--- src/rtl/scs_pkg.sv ---
package scs_pkg;

    localparam int FRAME_BITS = 16;
    localparam int CODE_W     = 4;
    localparam int DATA_W     = 10;
    localparam int PAD_W      = FRAME_BITS - CODE_W - DATA_W;

    localparam logic [CODE_W-1:0] OP_NOP      = 4'h0;
    localparam logic [CODE_W-1:0] OP_REG_RD   = 4'h2;
    localparam logic [CODE_W-1:0] OP_MEM_PROG = 4'h3;
    localparam logic [CODE_W-1:0] OP_MEM_RD   = 4'h5;

    typedef enum logic [1:0] {
        CLS_SHORT,
        CLS_READ,
        CLS_LONG
    } wait_cls_e;

    typedef enum logic [2:0] {
        ST_RST,
        ST_PWR,
        ST_IDLE,
        ST_FRAME,
        ST_BUSY,
        ST_GAP
    } seq_state_e;

    typedef struct packed {
        logic [CODE_W-1:0] code;
        logic [DATA_W-1:0] data;
    } cmd_t;

    function automatic int max2(input int a, input int b);
        return (a > b) ? a : b;
    endfunction

    function automatic wait_cls_e cls_of(input logic [CODE_W-1:0] c);
        if (c == OP_MEM_PROG || c == OP_MEM_RD) return CLS_LONG;
        if (c == OP_REG_RD) return CLS_READ;
        return CLS_SHORT;
    endfunction

    function automatic logic is_readback(input logic [CODE_W-1:0] c);
        return (c == OP_REG_RD) || (c == OP_MEM_RD);
    endfunction

    function automatic logic [FRAME_BITS-1:0] pack_frame(input cmd_t c);
        return {{PAD_W{1'b0}}, c.code, c.data};
    endfunction

endpackage

--- src/rtl/scs_sync2.sv ---
module scs_sync2 #(
    parameter int   STAGES  = 2,
    parameter logic RST_VAL = 1'b1
) (
    input  logic clk,
    input  logic rst,
    input  logic d,
    output logic q
);
    logic [STAGES-1:0] chain;

    always_ff @(posedge clk) begin
        if (rst) chain <= {STAGES{RST_VAL}};
        else     chain <= {chain[STAGES-2:0], d};
    end

    assign q = chain[STAGES-1];
endmodule

--- src/rtl/scs_frame_shift.sv ---
module scs_frame_shift #(
    parameter int NBITS = 16,
    parameter int RX_W  = 10,
    parameter int HW    = 3
) (
    input  logic             clk,
    input  logic             rst,
    input  logic             start,
    input  logic [NBITS-1:0] word,
    input  logic [HW-1:0]    half,
    input  logic             din,
    output logic             sel_n,
    output logic             sclk,
    output logic             dout,
    output logic             done,
    output logic [RX_W-1:0]  rx
);
    localparam int BW = $clog2(NBITS);

    logic             active;
    logic             phase_lo;
    logic [HW-1:0]    cnt;
    logic [HW-1:0]    half_q;
    logic [BW-1:0]    bitc;
    logic [NBITS-1:0] tx;

    always_ff @(posedge clk) begin
        if (rst) begin
            active   <= 1'b0;
            phase_lo <= 1'b0;
            cnt      <= '0;
            half_q   <= '0;
            bitc     <= '0;
            tx       <= '0;
            rx       <= '0;
            sel_n    <= 1'b1;
            sclk     <= 1'b1;
            done     <= 1'b0;
        end else begin
            done <= 1'b0;
            if (!active) begin
                if (start) begin
                    active   <= 1'b1;
                    sel_n    <= 1'b0;
                    sclk     <= 1'b1;
                    phase_lo <= 1'b0;
                    cnt      <= '0;
                    half_q   <= half;
                    bitc     <= BW'(NBITS - 1);
                    tx       <= word;
                    rx       <= '0;
                end
            end else if (cnt == half_q - HW'(1)) begin
                cnt <= '0;
                if (!phase_lo) begin
                    // end of high phase: sample input, then drop the clock
                    sclk     <= 1'b0;
                    phase_lo <= 1'b1;
                    rx       <= {rx[RX_W-2:0], din};
                end else if (bitc == '0) begin
                    active   <= 1'b0;
                    sel_n    <= 1'b1;
                    sclk     <= 1'b1;
                    phase_lo <= 1'b0;
                    done     <= 1'b1;
                    tx       <= '0;
                end else begin
                    bitc     <= bitc - BW'(1);
                    sclk     <= 1'b1;
                    phase_lo <= 1'b0;
                    tx       <= {tx[NBITS-2:0], 1'b0};
                end
            end else begin
                cnt <= cnt + HW'(1);
            end
        end
    end

    assign dout = tx[NBITS-1];
endmodule

--- src/rtl/scs_busy_mon.sv ---
module scs_busy_mon #(
    parameter int TW = 8
) (
    input  logic          clk,
    input  logic          rst,
    input  logic          arm,
    input  logic          rdy_ok,
    input  logic [TW-1:0] limit,
    output logic          ok,
    output logic          tout
);
    logic          run;
    logic          seen_low;
    logic [TW-1:0] cnt;

    always_ff @(posedge clk) begin
        if (rst) begin
            run      <= 1'b0;
            seen_low <= 1'b0;
            cnt      <= '0;
            ok       <= 1'b0;
            tout     <= 1'b0;
        end else begin
            ok   <= 1'b0;
            tout <= 1'b0;
            if (arm) begin
                run      <= 1'b1;
                seen_low <= 1'b0;
                cnt      <= '0;
            end else if (run) begin
                if (seen_low && rdy_ok) begin
                    ok  <= 1'b1;
                    run <= 1'b0;
                end else if (cnt == limit - TW'(1)) begin
                    tout <= 1'b1;
                    run  <= 1'b0;
                end else begin
                    cnt <= cnt + TW'(1);
                    if (!rdy_ok) seen_low <= 1'b1;
                end
            end
        end
    end
endmodule

--- src/rtl/ser_cmd_seq.sv ---
module ser_cmd_seq
    import scs_pkg::*;
#(
    parameter int HALF_CYC    = 2,
    parameter int RB_HALF_CYC = 4,
    parameter int GAP_CYC     = 8,
    parameter int RST_CYC     = 4,
    parameter int PWRUP_CYC   = 20,
    parameter int TO_SHORT    = 20,
    parameter int TO_READ     = 60,
    parameter int TO_LONG     = 200
) (
    input  logic              clk,
    input  logic              rst,
    input  logic              cmd_valid,
    output logic              cmd_ready,
    input  logic [CODE_W-1:0] cmd_code,
    input  logic [DATA_W-1:0] cmd_data,
    output logic              rsp_valid,
    output logic [DATA_W-1:0] rsp_data,
    output logic              err_timeout,
    output logic              dev_rst_n,
    output logic              dev_sel_n,
    output logic              dev_sclk,
    output logic              dev_dout,
    input  logic              dev_din,
    input  logic              dev_rdy
);
    localparam int HW    = $clog2(max2(HALF_CYC, RB_HALF_CYC) + 1);
    localparam int MAX_T = max2(max2(TO_LONG, TO_READ), max2(max2(TO_SHORT, PWRUP_CYC), RST_CYC));
    localparam int TW    = $clog2(MAX_T + 1);
    localparam int GW    = $clog2(GAP_CYC + 1);

    seq_state_e          state;
    wait_cls_e           cls;
    logic [TW-1:0]       cnt;
    logic [TW-1:0]       limit;
    logic [GW-1:0]       gap_cnt;
    logic                gap_met;
    logic                pend_rb;
    logic                rsp_frame;
    logic                rdy_s;
    logic                take_cmd;
    logic                take_rsp;
    logic                shf_start;
    logic [FRAME_BITS-1:0] shf_word;
    logic [HW-1:0]       shf_half;
    logic                shf_done;
    logic [DATA_W-1:0]   shf_rx;
    logic                mon_ok;
    logic                mon_tout;
    cmd_t                fr;

    assign cmd_ready = (state == ST_IDLE);
    assign dev_rst_n = (state != ST_RST);
    assign gap_met   = (gap_cnt >= GW'(GAP_CYC));
    assign take_cmd  = cmd_ready && cmd_valid;
    assign take_rsp  = (state == ST_GAP) && gap_met && pend_rb;
    assign shf_start = take_cmd || take_rsp;
    assign shf_half  = take_rsp ? HW'(RB_HALF_CYC) : HW'(HALF_CYC);

    always_comb begin
        fr.code = take_rsp ? OP_NOP : cmd_code;
        fr.data = take_rsp ? '0 : cmd_data;
    end
    assign shf_word = pack_frame(fr);

    always_comb begin
        case (cls)
            CLS_READ: limit = TW'(TO_READ);
            CLS_LONG: limit = TW'(TO_LONG);
            default:  limit = TW'(TO_SHORT);
        endcase
    end

    scs_sync2 #(.STAGES(2), .RST_VAL(1'b1)) rdy_sync_i (
        .clk (clk),
        .rst (rst),
        .d   (dev_rdy),
        .q   (rdy_s)
    );

    scs_frame_shift #(.NBITS(FRAME_BITS), .RX_W(DATA_W), .HW(HW)) shift_i (
        .clk   (clk),
        .rst   (rst),
        .start (shf_start),
        .word  (shf_word),
        .half  (shf_half),
        .din   (dev_din),
        .sel_n (dev_sel_n),
        .sclk  (dev_sclk),
        .dout  (dev_dout),
        .done  (shf_done),
        .rx    (shf_rx)
    );

    scs_busy_mon #(.TW(TW)) busy_i (
        .clk    (clk),
        .rst    (rst),
        .arm    (shf_done),
        .rdy_ok (rdy_s),
        .limit  (limit),
        .ok     (mon_ok),
        .tout   (mon_tout)
    );

    always_ff @(posedge clk) begin
        if (rst) begin
            state       <= ST_RST;
            cls         <= CLS_SHORT;
            cnt         <= '0;
            gap_cnt     <= '0;
            pend_rb     <= 1'b0;
            rsp_frame   <= 1'b0;
            rsp_valid   <= 1'b0;
            rsp_data    <= '0;
            err_timeout <= 1'b0;
        end else begin
            rsp_valid <= 1'b0;
            if (!dev_sel_n)   gap_cnt <= '0;
            else if (!gap_met) gap_cnt <= gap_cnt + GW'(1);

            case (state)
                ST_RST: begin
                    if (cnt == TW'(RST_CYC - 1)) begin
                        cnt   <= '0;
                        state <= ST_PWR;
                    end else begin
                        cnt <= cnt + TW'(1);
                    end
                end
                ST_PWR: begin
                    if (cnt == TW'(PWRUP_CYC - 1)) begin
                        cnt   <= '0;
                        state <= ST_IDLE;
                    end else begin
                        cnt <= cnt + TW'(1);
                    end
                end
                ST_IDLE: begin
                    if (cmd_valid) begin
                        cls       <= cls_of(cmd_code);
                        pend_rb   <= is_readback(cmd_code);
                        rsp_frame <= 1'b0;
                        state     <= ST_FRAME;
                    end
                end
                ST_FRAME: begin
                    if (shf_done) state <= ST_BUSY;
                end
                ST_BUSY: begin
                    if (mon_ok) begin
                        if (rsp_frame) begin
                            rsp_valid <= 1'b1;
                            rsp_data  <= shf_rx;
                        end
                        state <= ST_GAP;
                    end else if (mon_tout) begin
                        err_timeout <= 1'b1;
                        pend_rb     <= 1'b0;
                        state       <= ST_GAP;
                    end
                end
                ST_GAP: begin
                    if (gap_met) begin
                        if (pend_rb) begin
                            pend_rb   <= 1'b0;
                            rsp_frame <= 1'b1;
                            cls       <= CLS_SHORT;
                            state     <= ST_FRAME;
                        end else begin
                            rsp_frame <= 1'b0;
                            state     <= ST_IDLE;
                        end
                    end
                end
                default: state <= ST_RST;
            endcase
        end
    end
endmodule

--- config.mk ---
export PLATFORM = sky130hd
export DESIGN_NAME = ser_cmd_seq
export DESIGN_NICKNAME = d
export VERILOG_FILES = /design/src/rtl/scs_pkg.sv /design/src/rtl/scs_sync2.sv /design/src/rtl/scs_frame_shift.sv /design/src/rtl/scs_busy_mon.sv /design/src/rtl/ser_cmd_seq.sv
export SDC_FILE = /design/constraint.sdc
export NUM_CORES = 1
export LEC_CHECK = 0
export ABC_CLOCK_PERIOD_IN_PS = 2400
export BUFFER_PORTS_ARGS = -buffer_cell sky130_fd_sc_hd__buf_2
export CAP_MARGIN = 10
export CORE_MARGIN = 5
export CORE_UTILIZATION = 35
export DETAILED_ROUTE_END_ITERATION = 16
export PLACE_DENSITY = 0.57
export SYNTH_ARGS = -nofsm -noshare
export SYNTH_HDL_FRONTEND = slang
export SYNTH_HIERARCHICAL = 1
export SYNTH_SLANG_ARGS = --single-unit
--- constraint.sdc ---
create_clock -name clk -period 2.4 [get_ports clk]
set_clock_uncertainty 0.15 [all_clocks]
set_input_delay 0.24 -clock clk [delete_from_list [all_inputs] [get_ports clk]]
set_output_delay 0.24 -clock clk [all_outputs]
set_load 0.1 [all_outputs]
==> impl_metrics.env, run 1 <==
export IMPL_outcome="finished with violations"
export IMPL_violations="negative setup slack"
export IMPL_critPathSlowestCell="or4_4"
export IMPL_setup_slack_ns=-0.203
export IMPL_yosysSeqAreaShare_pct=39.7
export IMPL_hpwlAfterDp_um=7140
export IMPL_synth_cells=513
export IMPL_end_kind="flop"
export IMPL_dp_cells=719
export IMPL_vias=3854
export IMPL_grt_util_all_layers_pct=15.0
export IMPL_filler_cell_count=1216
export IMPL_final_cells=740
export IMPL_cp_start_kind="flop"
export IMPL_crit_buf_inv=2
export IMPL_layout_drive_gt1_share_pct=19.2
export IMPL_crit_chain="inv_2 -> ha_4 -> inv_2 -> or3_4 -> or4_4 -> a2111oi_4 -> and4_4 -> or2_4 -> o31ai_1"
export IMPL_cpMostUsedCell="inv_2"
export IMPL_rrSetupSlack_ns=-0.20
export IMPL_die_area_um2=14700
export IMPL_rows=40
export IMPL_cp_top_family="simple AND/OR/NAND/NOR gates"
export IMPL_grt_max_degree=40
export IMPL_clock_sinks=86
export IMPL_cts_buffer_depth=2
export IMPL_irDropWorstVdd_mv=0.463
export IMPL_syn_avg_cell_area_um2=8.46
export IMPL_vias_per_cell=5.21
export IMPL_r2r_end="busy_i/cnt[3]"
export IMPL_ant_nets=0
export IMPL_rsz0062_at_grt="yes"
export IMPL_cellPowerDensity_nw_per_um2=629
export IMPL_syn2layout_area_growth_pct=21.8
export IMPL_htreeDepth=3
export IMPL_path_max_fanout=8
export IMPL_die_w_um=121
export IMPL_crit_type="flop to flop"
export IMPL_p_leak_nw=2.00
export IMPL_fin_crit_sh_pct=108
export IMPL_synth_ff_type="dfxtp_1"
export IMPL_worstMarginPinSlew_ns=0.674
export IMPL_yosys_area_top_type="dfxtp_1"
export IMPL_syn_area_um2=4340
export IMPL_grt_overflow_total=0
export IMPL_antenna_found_initial=0
export IMPL_drt_wl_total_um=10500
export IMPL_drtIter0Drc=224
export IMPL_utilization_pct=43.8
export IMPL_finalSetupViolations=11
export IMPL_clk_pin_slew_ns=0.06
export IMPL_grt_pass1_vias=3778
export IMPL_slew_violations=0
export IMPL_drc=0
export IMPL_portBuffers=35
export IMPL_worst_hold_path_type="primary input to flop"
export IMPL_maxCapViolations=0
export IMPL_finalPower_w=0.00333
export IMPL_holdPathEnd="pend_rb"
export IMPL_cts_root_buf="clkbuf_16"
export IMPL_ys_types=68
export IMPL_worstPathArrival_ns=2.67
export IMPL_firstDrtPassIters=5
export IMPL_ys_async_sr_fraction_pct=0
export IMPL_cp_required_ns=2.47
export IMPL_r2r_start="cls[0]"
export IMPL_synth_area_leaders="dfxtp_1 (40%), nand2_1 (5.4%), a21oi_1 (3.9%), ha_1 (3.2%), nand3_1 (2.9%)"
export IMPL_numCtsBuffers=9
export IMPL_worstHoldPathCells=3
export IMPL_synth_edf_count=0
export IMPL_place_congestion=0.815
export IMPL_synth_most_common_cell="dfxtp_1"
export IMPL_final_min_clock_period_ns=2.60
export IMPL_yosys_area_top_type_share_pct=39.7
export IMPL_fmax_mhz=384
export IMPL_cts_tree="built"
export IMPL_synthTopCellsByCount="dfxtp_1 (86), nand2_1 (63), a21oi_1 (34), nor2_1 (28), nand3_1 (25)"
export IMPL_ys_ff_latch=86
export IMPL_holdCritStartpoint="cmd_code[3]"
export IMPL_fp_dieH_um=121
export IMPL_ios=36
export IMPL_worstRegToRegCells=9
export IMPL_diodes=0
export IMPL_synth_warnings=6
export IMPL_clkLatencyLatePin_ns=0.35
export IMPL_cpPeakStageDelay_ns=0.53
export IMPL_start_util_pct=36.0
export IMPL_grt_pass1_wl_um=18100
export IMPL_wire_per_inst_um=14.2
export IMPL_core_um2=12100
export IMPL_fin_nets=597
export IMPL_slew_headroom_pct=54.9
export IMPL_finalHoldViolCount=0
worst register-to-register path: cells and delay by family, from the launching register on:
family	cells	cell delay (ns)
AO/OA/AOI/OAI	2	0.40
adder cells (fa/ha/maj)	1	0.12
buffers and inverters	2	0.10
AND/OR/NAND/NOR	4	1.38
flip-flops	1	0.33
stage by stage:
step / setup TNS, ns / hold slack (ns) / setup WS [ns] / cell area [um2]
after global placement: -1.89 / 0.246 / -0.212 / 4830
after global routing: -2.73 / 0.0581 / -0.285 / 5290
after floorplan: 0 / 0.159 / 0.00149 / 4390
final: -1.75 / 0.0604 / -0.203 / 5290
after CTS: -2.43 / 0.0513 / -0.252 / 5260
after detailed placement: -2.43 / 0.245 / -0.294 / 4830
layout by cell type, fill, tap and decap left out, types with 3 or more instances in the layout:
cell type  instances
clkbuf_16          9
and2_1            15
bufinv_16          3
a211oi_1          16
nand2b_1           3
a31oi_1            6
and3b_1            3
o21a_1             3
nand2_1           62
nor4b_1            3
xor2_1            13
buf_2             35
nor2b_1            7
a21oi_1           33
inv_1             19
nand4_1           10
ha_1               9
nor3_1            21
conb_1             8
nor3b_1            3
o211ai_1           4
buf_4             26
inv_2              3
or3_1              7
and4_1             3
nand3_1           25
dfxtp_1           84
nor4_1             3
o21ai_0            8
a22oi_1           15
a31o_2             3
and3_1             6
nor2_1            28
xnor2_1           11
registers in the layout, summed over array words and instances (netlist names), 2 cells and up:
register          count
shift_i/cnt           3
rsp_data             10
shift_i/half_q        3
shift_i/rx           10
busy_i/cnt            8
shift_i/tx           16
rdy_sync_i/chain      2
shift_i/bitc          4
cnt                   8
cls                   2
state                 3
gap_cnt               4
metal layers:
metal | wire (um) | vias to the layer above | GRT usage (%) | part of all wire (%)
li1 | - | 1942 | - | -
met1 | 4730 | 1831 | 18.6 | 45
met2 | 5200 | 70 | 24.7 | 49
met3 | 464 | 11 | 4.34 | 4.4
met4 | 144 | 0 | 5.60 | 1.4
met5 | 0 | - | 0 | 0
power breakdown:
group	switching [W]	internal [W]	leakage [nW]
registers	0.0000204	0.00145	0.695
logic	0.000119	0.0000834	1.13
clock network	0.000602	0.00105	0.171
logic make-up (layout without fill, tap and decap cells):
kind of cell             after synthesis  after routing  synth area share [%]
AO/OA/AOI/OAI                        113            113                  17.9
AND/OR/NAND/NOR                      222            223                  27.5
other                                  1              8                0.0864
adder cells (fa/ha/maj)               11             11                  3.17
XOR/XNOR                              27             27                  6.11
flip-flops                            86             86                  39.7
buffers and inverters                 51            102                  5.07
multiplexers                           2              2                 0.461
worst max-delay path by stage:
stage | from | endpoint | slack, ns | depth (start not counted)
detailed placement | cls[0] | busy_i/cnt[0] | -0.29 | 9
global route | cls[0] | busy_i/cnt[3] | -0.29 | 9
floorplan | cls[0] | busy_i/cnt[4] | 0.001 | 9
finish | cls[0] | busy_i/cnt[3] | -0.20 | 9
global placement | cls[0] | busy_i/cnt[3] | -0.21 | 9
CTS | cls[0] | busy_i/cnt[3] | -0.25 | 9
repair_timing:
item / in CTS / in global routing
hold endpoints to repair: 2 / 0
cloned: 1 / 0
setup buffers: 2 / 0
hold buffers: 2 / 0
endpoints found under the setup margin: 11 / 16
gates resized for setup: 9 / 6
pin swaps: 9 / 8
cell type report:
type	count	area, um2	area share, %
clock buffer	10	239	4.52
clock inverter	6	118	2.22
inverter	22	82.6	1.56
multi-input combinational	384	2500	47.3
sequential	86	1720	32.6
tap	168	210	3.98
timing repair buffer	64	410	7.76
No activity file was read; power rests on OpenSTA's default activity.
==> inputs of run 2 (changes only) <==
--- a/config.mk
+++ b/config.mk
@@ -6,12 +6,12 @@
 export NUM_CORES = 1
 export LEC_CHECK = 0
 export ABC_CLOCK_PERIOD_IN_PS = 2400
-export BUFFER_PORTS_ARGS = -buffer_cell sky130_fd_sc_hd__buf_2
 export CAP_MARGIN = 10
 export CORE_MARGIN = 5
-export CORE_UTILIZATION = 35
+export CORE_UTILIZATION = 55
 export DETAILED_ROUTE_END_ITERATION = 16
-export PLACE_DENSITY = 0.57
+export DONT_BUFFER_PORTS = 1
+export PLACE_DENSITY = 0.77
 export SYNTH_ARGS = -nofsm -noshare
 export SYNTH_HDL_FRONTEND = slang
 export SYNTH_HIERARCHICAL = 1
==> run 2 against run 1 <==
The flow still finishes with violations (negative setup slack); via count is 1.4% higher; worst hold slack worse by 0.040 ns; flip-flop and latch count stayed put.
==> impl_metrics.env, run 2 (synthesis gave the netlist of run 1 again) <==
export IMPL_vias=3908
export IMPL_finalPower_w=0.00260
export IMPL_diodes=0
export IMPL_finalHoldViolCount=0
export IMPL_fmax_mhz=396
export IMPL_worstMarginPinSlew_ns=0.630
export IMPL_outcome="finished with violations"
export IMPL_grt_util_all_layers_pct=20.7
export IMPL_largest_register="shift_i/tx"
export IMPL_worstRegToRegCells=9
export IMPL_die_area_um2=9770
export IMPL_multi_input_area_um2=2510
export IMPL_violations="negative setup slack"
export IMPL_core_um2=7690
export IMPL_worst_hold_path_type="primary input to flop"
export IMPL_fin_crit_sh_pct=105
export IMPL_grt_overflow_total=0
export IMPL_filler_cell_count=658
export IMPL_layout_drive_gt1_share_pct=16.0
export IMPL_start_util_pct=56.5
export IMPL_htreeDepth=3
export IMPL_ant_nets=0
export IMPL_largestRegisters="shift_i/tx: 16 flops, rsp_data: 10 flops, shift_i/rx: 10 flops"
export IMPL_largest_register_ffs=16
export IMPL_die_w_um=98.8
export IMPL_irDropWorstVdd_mv=0.448
export IMPL_worstHoldPathCells=2
export IMPL_syn2layout_area_growth_pct=15.6
export IMPL_setup_slack_ns=-0.128
export IMPL_clkLatencyLatePin_ns=0.36
export IMPL_pre_cts_slack_ns=-0.306
export IMPL_path_max_fanout=8
export IMPL_cts_root_buf="clkbuf_8"
export IMPL_firstDrtPassIters=5
export IMPL_holdCritStartpoint="rst"
export IMPL_clock_sinks=86
export IMPL_cp_required_ns=2.48
export IMPL_grt_pass1_vias=3643
export IMPL_dp_cells=631
export IMPL_rrSetupSlack_ns=-0.13
export IMPL_drc=0
export IMPL_portBuffers=0
export IMPL_holdPathEnd="shift_i/bitc[2]"
export IMPL_final_common_cell="dfxtp_1"
export IMPL_r2r_end="busy_i/cnt[3]"
export IMPL_drt_wl_total_um=10100
export IMPL_fin_nets=580
export IMPL_p_leak_nw=1.85
export IMPL_grt_max_degree=62
export IMPL_antenna_found_initial=0
export IMPL_fp_dieH_um=98.8
export IMPL_final_cells=657
export IMPL_drtIter0Drc=135
export IMPL_finalSetupViolations=11
export IMPL_seq_area_um2=1720
export IMPL_maxCapViolations=0
export IMPL_crit_type="flop to flop"
export IMPL_wire_per_inst_um=15.4
export IMPL_vias_per_cell=5.95
export IMPL_clk_pin_slew_ns=0.09
export IMPL_r2r_start="cls[1]"
export IMPL_numCtsBuffers=9
export IMPL_end_kind="flop"
export IMPL_cp_start_kind="flop"
export IMPL_slew_headroom_pct=57.9
export IMPL_utilization_pct=65.3
export IMPL_cts_tree="built"
export IMPL_final_min_clock_period_ns=2.53
export IMPL_rsz0062_at_grt="yes"
export IMPL_cts_buffer_depth=2
export IMPL_slew_violations=0
export IMPL_worstPathArrival_ns=2.61
export IMPL_cellPowerDensity_nw_per_um2=517
export IMPL_rows=32
export IMPL_hpwlAfterDp_um=6720
export IMPL_ios=36
export IMPL_layout_common_cells="dfxtp_1 (84), nand2_1 (63), buf_4 (39)"
export IMPL_place_congestion=0.861
export IMPL_finalSetupTns_ns=-0.982
export IMPL_grt_pass1_wl_um=16900
-- run 2: cell count changes in the layout (fill, tap and decap cells not counted), moves of 3 or more --
cell	previous run	this run
buf_2	35	0
buf_4	26	39
clkbuf_16	9	0
clkbuf_8	1	9
clkinvlp_4	1	5
dlygate4sd3_1	2	6
bufinv_16	3	0
-- run 2: worst max-delay path by stage --
stage | start | to | slack (ns) | cells past startpoint
after floorplan | cls[0] | busy_i/cnt[4] | 0.001 | 9
after detailed placement | cls[0] | busy_i/cnt[1] | -0.31 | 9
after CTS | cls[1] | busy_i/cnt[3] | -0.16 | 9
after global placement | cls[0] | busy_i/cnt[3] | -0.20 | 9
after global routing | cls[1] | busy_i/cnt[0] | -0.19 | 9
final | cls[1] | busy_i/cnt[3] | -0.13 | 9
-- run 2: timing repair --
item                                    in CTS  in global routing
hold endpoints to repair                    65                  0
gates resized for setup                     13                  7
endpoints found under the setup margin      11                 23
hold buffers                                 7                  0
buffers inserted                             1                  1
cloned                                       1                  0
pin swaps                                   10                  6
-- run 2: worst max-delay path, cell delays in order, from the launching register on --
cell and delay, ns:
dfxtp_2 0.37, buf_6 0.12, inv_4 0.03, ha_4 0.15, xnor2_2 0.15, or4_4 0.50
a2111oi_4 0.37, and4_4 0.34, or2_4 0.16, o31ai_1 0.06
-- run 2: per-layer routing --
layer	share of wire, %	vias to the layer above	global-route usage (%)
met5	0	-	0
met1	43	1871	26.1
li1	-	1914	-
met3	4.9	17	4.74
met2	50	106	34.8
met4	1.7	0	7.56
-- run 2: area by class of cell --
class / count / share of cell area (%)
Tap cell: 102 / 2.54
Inverter: 22 / 1.70
Clock inverter: 7 / 1.15
Multi-Input combinational cell: 384 / 50.0
Clock buffer: 9 / 2.47
Sequential cell: 86 / 34.4
Timing Repair Buffer: 47 / 7.81
-- run 2: metrics by stage --
stage	instance area (um2)	hold slack (ns)
global route	5020	0.0476
CTS	4990	0.00771
detailed placement	4660	0.173
global placement	4660	0.172
finish	5020	0.0206
floorplan	4390	0.159
-- run 2: where the power goes --
group,switching [W],internal [W]
registers,0.0000187,0.00145
logic,0.000114,0.0000813
clock network,0.000551,0.000386
total,0.000684,0.00191
==> inputs of run 3 (changes only) <==
--- a/config.mk
+++ b/config.mk
@@ -7,11 +7,14 @@
 export LEC_CHECK = 0
 export ABC_CLOCK_PERIOD_IN_PS = 2400
 export CAP_MARGIN = 10
-export CORE_MARGIN = 5
-export CORE_UTILIZATION = 55
+export CELL_PAD_IN_SITES_DETAIL_PLACEMENT = 1
+export CELL_PAD_IN_SITES_GLOBAL_PLACEMENT = 2
+export CORE_MARGIN = 2
+export CORE_UTILIZATION = 35
 export DETAILED_ROUTE_END_ITERATION = 16
 export DONT_BUFFER_PORTS = 1
-export PLACE_DENSITY = 0.77
+export PLACE_DENSITY = 0.79
+export RECOVER_POWER = 25
 export SYNTH_ARGS = -nofsm -noshare
 export SYNTH_HDL_FRONTEND = slang
 export SYNTH_HIERARCHICAL = 1
==> run 3 against run 2 <==
Global-route usage decreased by 1.3 points; the run still ends with negative setup slack left; sequential share of layout area decreased by 2.4 points; flip-flop and latch count unchanged; via count rose by 1.7%; maximum frequency is 2.9% lower; worst hold slack improved by 0.015 ns; sequential power hardly changed; clock power is 44% higher; combinational power hardly changed.
==> impl_metrics.env, run 3 (synthesis gave the netlist of run 1 again) <==
export IMPL_layout_common_cells="dfxtp_1 (84), nand2_1 (61), buf_4 (35)"
export IMPL_slew_headroom_pct=9.22
export IMPL_r2r_start="cls[0]"
export IMPL_final_cells=750
export IMPL_path_max_fanout=8
export IMPL_finalPower_w=0.00301
export IMPL_setup_slack_ns=-0.203
export IMPL_worstMarginPinSlew_ns=1.36
export IMPL_vias_per_cell=5.30
export IMPL_cts_tree="built"
export IMPL_worstRegToRegCells=9
export IMPL_worstHoldPathCells=2
export IMPL_grt_pass1_vias=4120
export IMPL_rrSetupSlack_ns=-0.20
export IMPL_firstDrtPassIters=4
export IMPL_violations="negative setup slack"
export IMPL_crit_type="flop to flop"
export IMPL_largest_register="shift_i/tx"
export IMPL_pre_cts_slack_ns=-0.276
export IMPL_rsz0062_at_grt="yes"
export IMPL_largestRegisters="shift_i/tx: 16 flops, rsp_data: 10 flops, shift_i/rx: 10 flops"
export IMPL_diodes=0
export IMPL_cts_root_buf="clkbuf_16"
export IMPL_grt_max_degree=40
export IMPL_worst_hold_path_type="primary input to flop"
export IMPL_die_w_um=115
export IMPL_final_min_clock_period_ns=2.60
export IMPL_irDropWorstVdd_mv=0.245
export IMPL_drtIter0Drc=130
export IMPL_htreeDepth=3
export IMPL_worstPathArrival_ns=2.68
export IMPL_wire_per_inst_um=16.2
export IMPL_syn2layout_area_growth_pct=24.2
export IMPL_finalSetupTns_ns=-1.81
export IMPL_cts_buffer_depth=2
export IMPL_hpwlAfterDp_um=7840
export IMPL_clock_sinks=86
export IMPL_ios=36
export IMPL_place_congestion=0.795
export IMPL_final_common_cell="dfxtp_1"
export IMPL_clkLatencyLatePin_ns=0.34
export IMPL_ant_nets=0
export IMPL_rows=40
export IMPL_core_um2=12100
export IMPL_fmax_mhz=384
export IMPL_end_kind="flop"
export IMPL_cellPowerDensity_nw_per_um2=558
export IMPL_layout_drive_gt1_share_pct=14.9
export IMPL_grt_pass1_wl_um=20700
export IMPL_dp_cells=701
export IMPL_finalSetupViolations=11
export IMPL_grt_util_all_layers_pct=19.4
export IMPL_holdPathEnd="gap_cnt[3]"
export IMPL_clk_pin_slew_ns=0.06
export IMPL_largest_register_ffs=16
export IMPL_fin_nets=607
export IMPL_fin_crit_sh_pct=108
export IMPL_finalHoldViolCount=0
export IMPL_antenna_found_initial=0
export IMPL_drt_wl_total_um=12100
export IMPL_slew_violations=0
export IMPL_drc=0
export IMPL_maxCapViolations=0
export IMPL_numCtsBuffers=9
export IMPL_outcome="finished with violations"
export IMPL_r2r_end="busy_i/run"
export IMPL_grt_overflow_total=0
export IMPL_portBuffers=0
export IMPL_holdCritStartpoint="rst"
export IMPL_vias=3974
export IMPL_p_leak_nw=2.03
export IMPL_utilization_pct=44.7
export IMPL_fp_dieH_um=115
export IMPL_cp_required_ns=2.47
export IMPL_cp_start_kind="flop"
export IMPL_start_util_pct=36.0
export IMPL_die_area_um2=13300
[run 3: cell types whose count changed in the layout (fill, tap and decap cells not counted), moves of 4 or more]
cell           change
clkinv_2           +4
buf_4              -4
dlygate4sd3_1     +16
clkinvlp_4         -5
clkbuf_1          +15
clkbuf_8           -6
clkbuf_16          +9
[run 3: worst max-delay path by stage]
stage	cells past startpoint	slack [ns]	startpoint	endpoint
global placement	9	-0.21	cls[0]	busy_i/cnt[3]
finish	9	-0.20	cls[0]	busy_i/run
floorplan	9	0.001	cls[0]	busy_i/cnt[4]
global route	9	-0.33	cls[0]	busy_i/seen_low
CTS	9	-0.27	cls[0]	busy_i/cnt[4]
detailed placement	9	-0.28	cls[0]	busy_i/cnt[1]
[run 3: cell type report]
type                       count  area, um2
timing repair buffer          74        571
clock inverter                 4       20.0
sequential                    86       1720
clock buffer                  12        267
tap                          168        210
inverter                      22       82.6
multi-input combinational    384       2520
fill                        1433       6670
[run 3: where the power goes]
group          total (W)  internal, W  switching [W]  leakage (nW)
Combinational   0.000194    0.0000820       0.000112          1.18
Sequential       0.00147      0.00145      0.0000216         0.695
Clock            0.00135     0.000779       0.000568         0.148
Total            0.00301      0.00231       0.000702          2.03
[run 3: stage by stage]
| stage | area [um2] | hold slack, ns |
|---|---|---|
| 6_report | 5390 | 0.0355 |
| 5_1_grt | 5390 | 0.0407 |
| 4_1_cts | 5350 | 0.00877 |
| 3_5_place_dp | 4770 | 0.174 |
| 3_3_place_gp | 4770 | 0.169 |
| 2_1_floorplan | 4390 | 0.159 |
[run 3: worst max-delay path: stages, from the launching register on]
cell,delay [ns]
dfxtp_2,0.33
inv_2,0.07
ha_4,0.12
inv_2,0.03
or3_4,0.32
or4_4,0.53
a2111oi_4,0.36
and4_4,0.35
or2_4,0.16
a21oi_1,0.06
[run 3: repair_timing]
item / CTS / global route
cloned: 1 / 0
hold buffers: 23 / 0
buffers inserted: 2 / 7
gates resized for setup: 8 / 11
endpoints found under the setup margin: 11 / 26
endpoints found under the hold margin: 58 / 0
pin swaps: 9 / 9
[run 3: routing by layer]
layer	global-route usage [%]	part of all wire (%)
met3	3.06	2.4
met2	33.4	49
met5	0	0
met1	24.5	47
met4	7.15	1.4
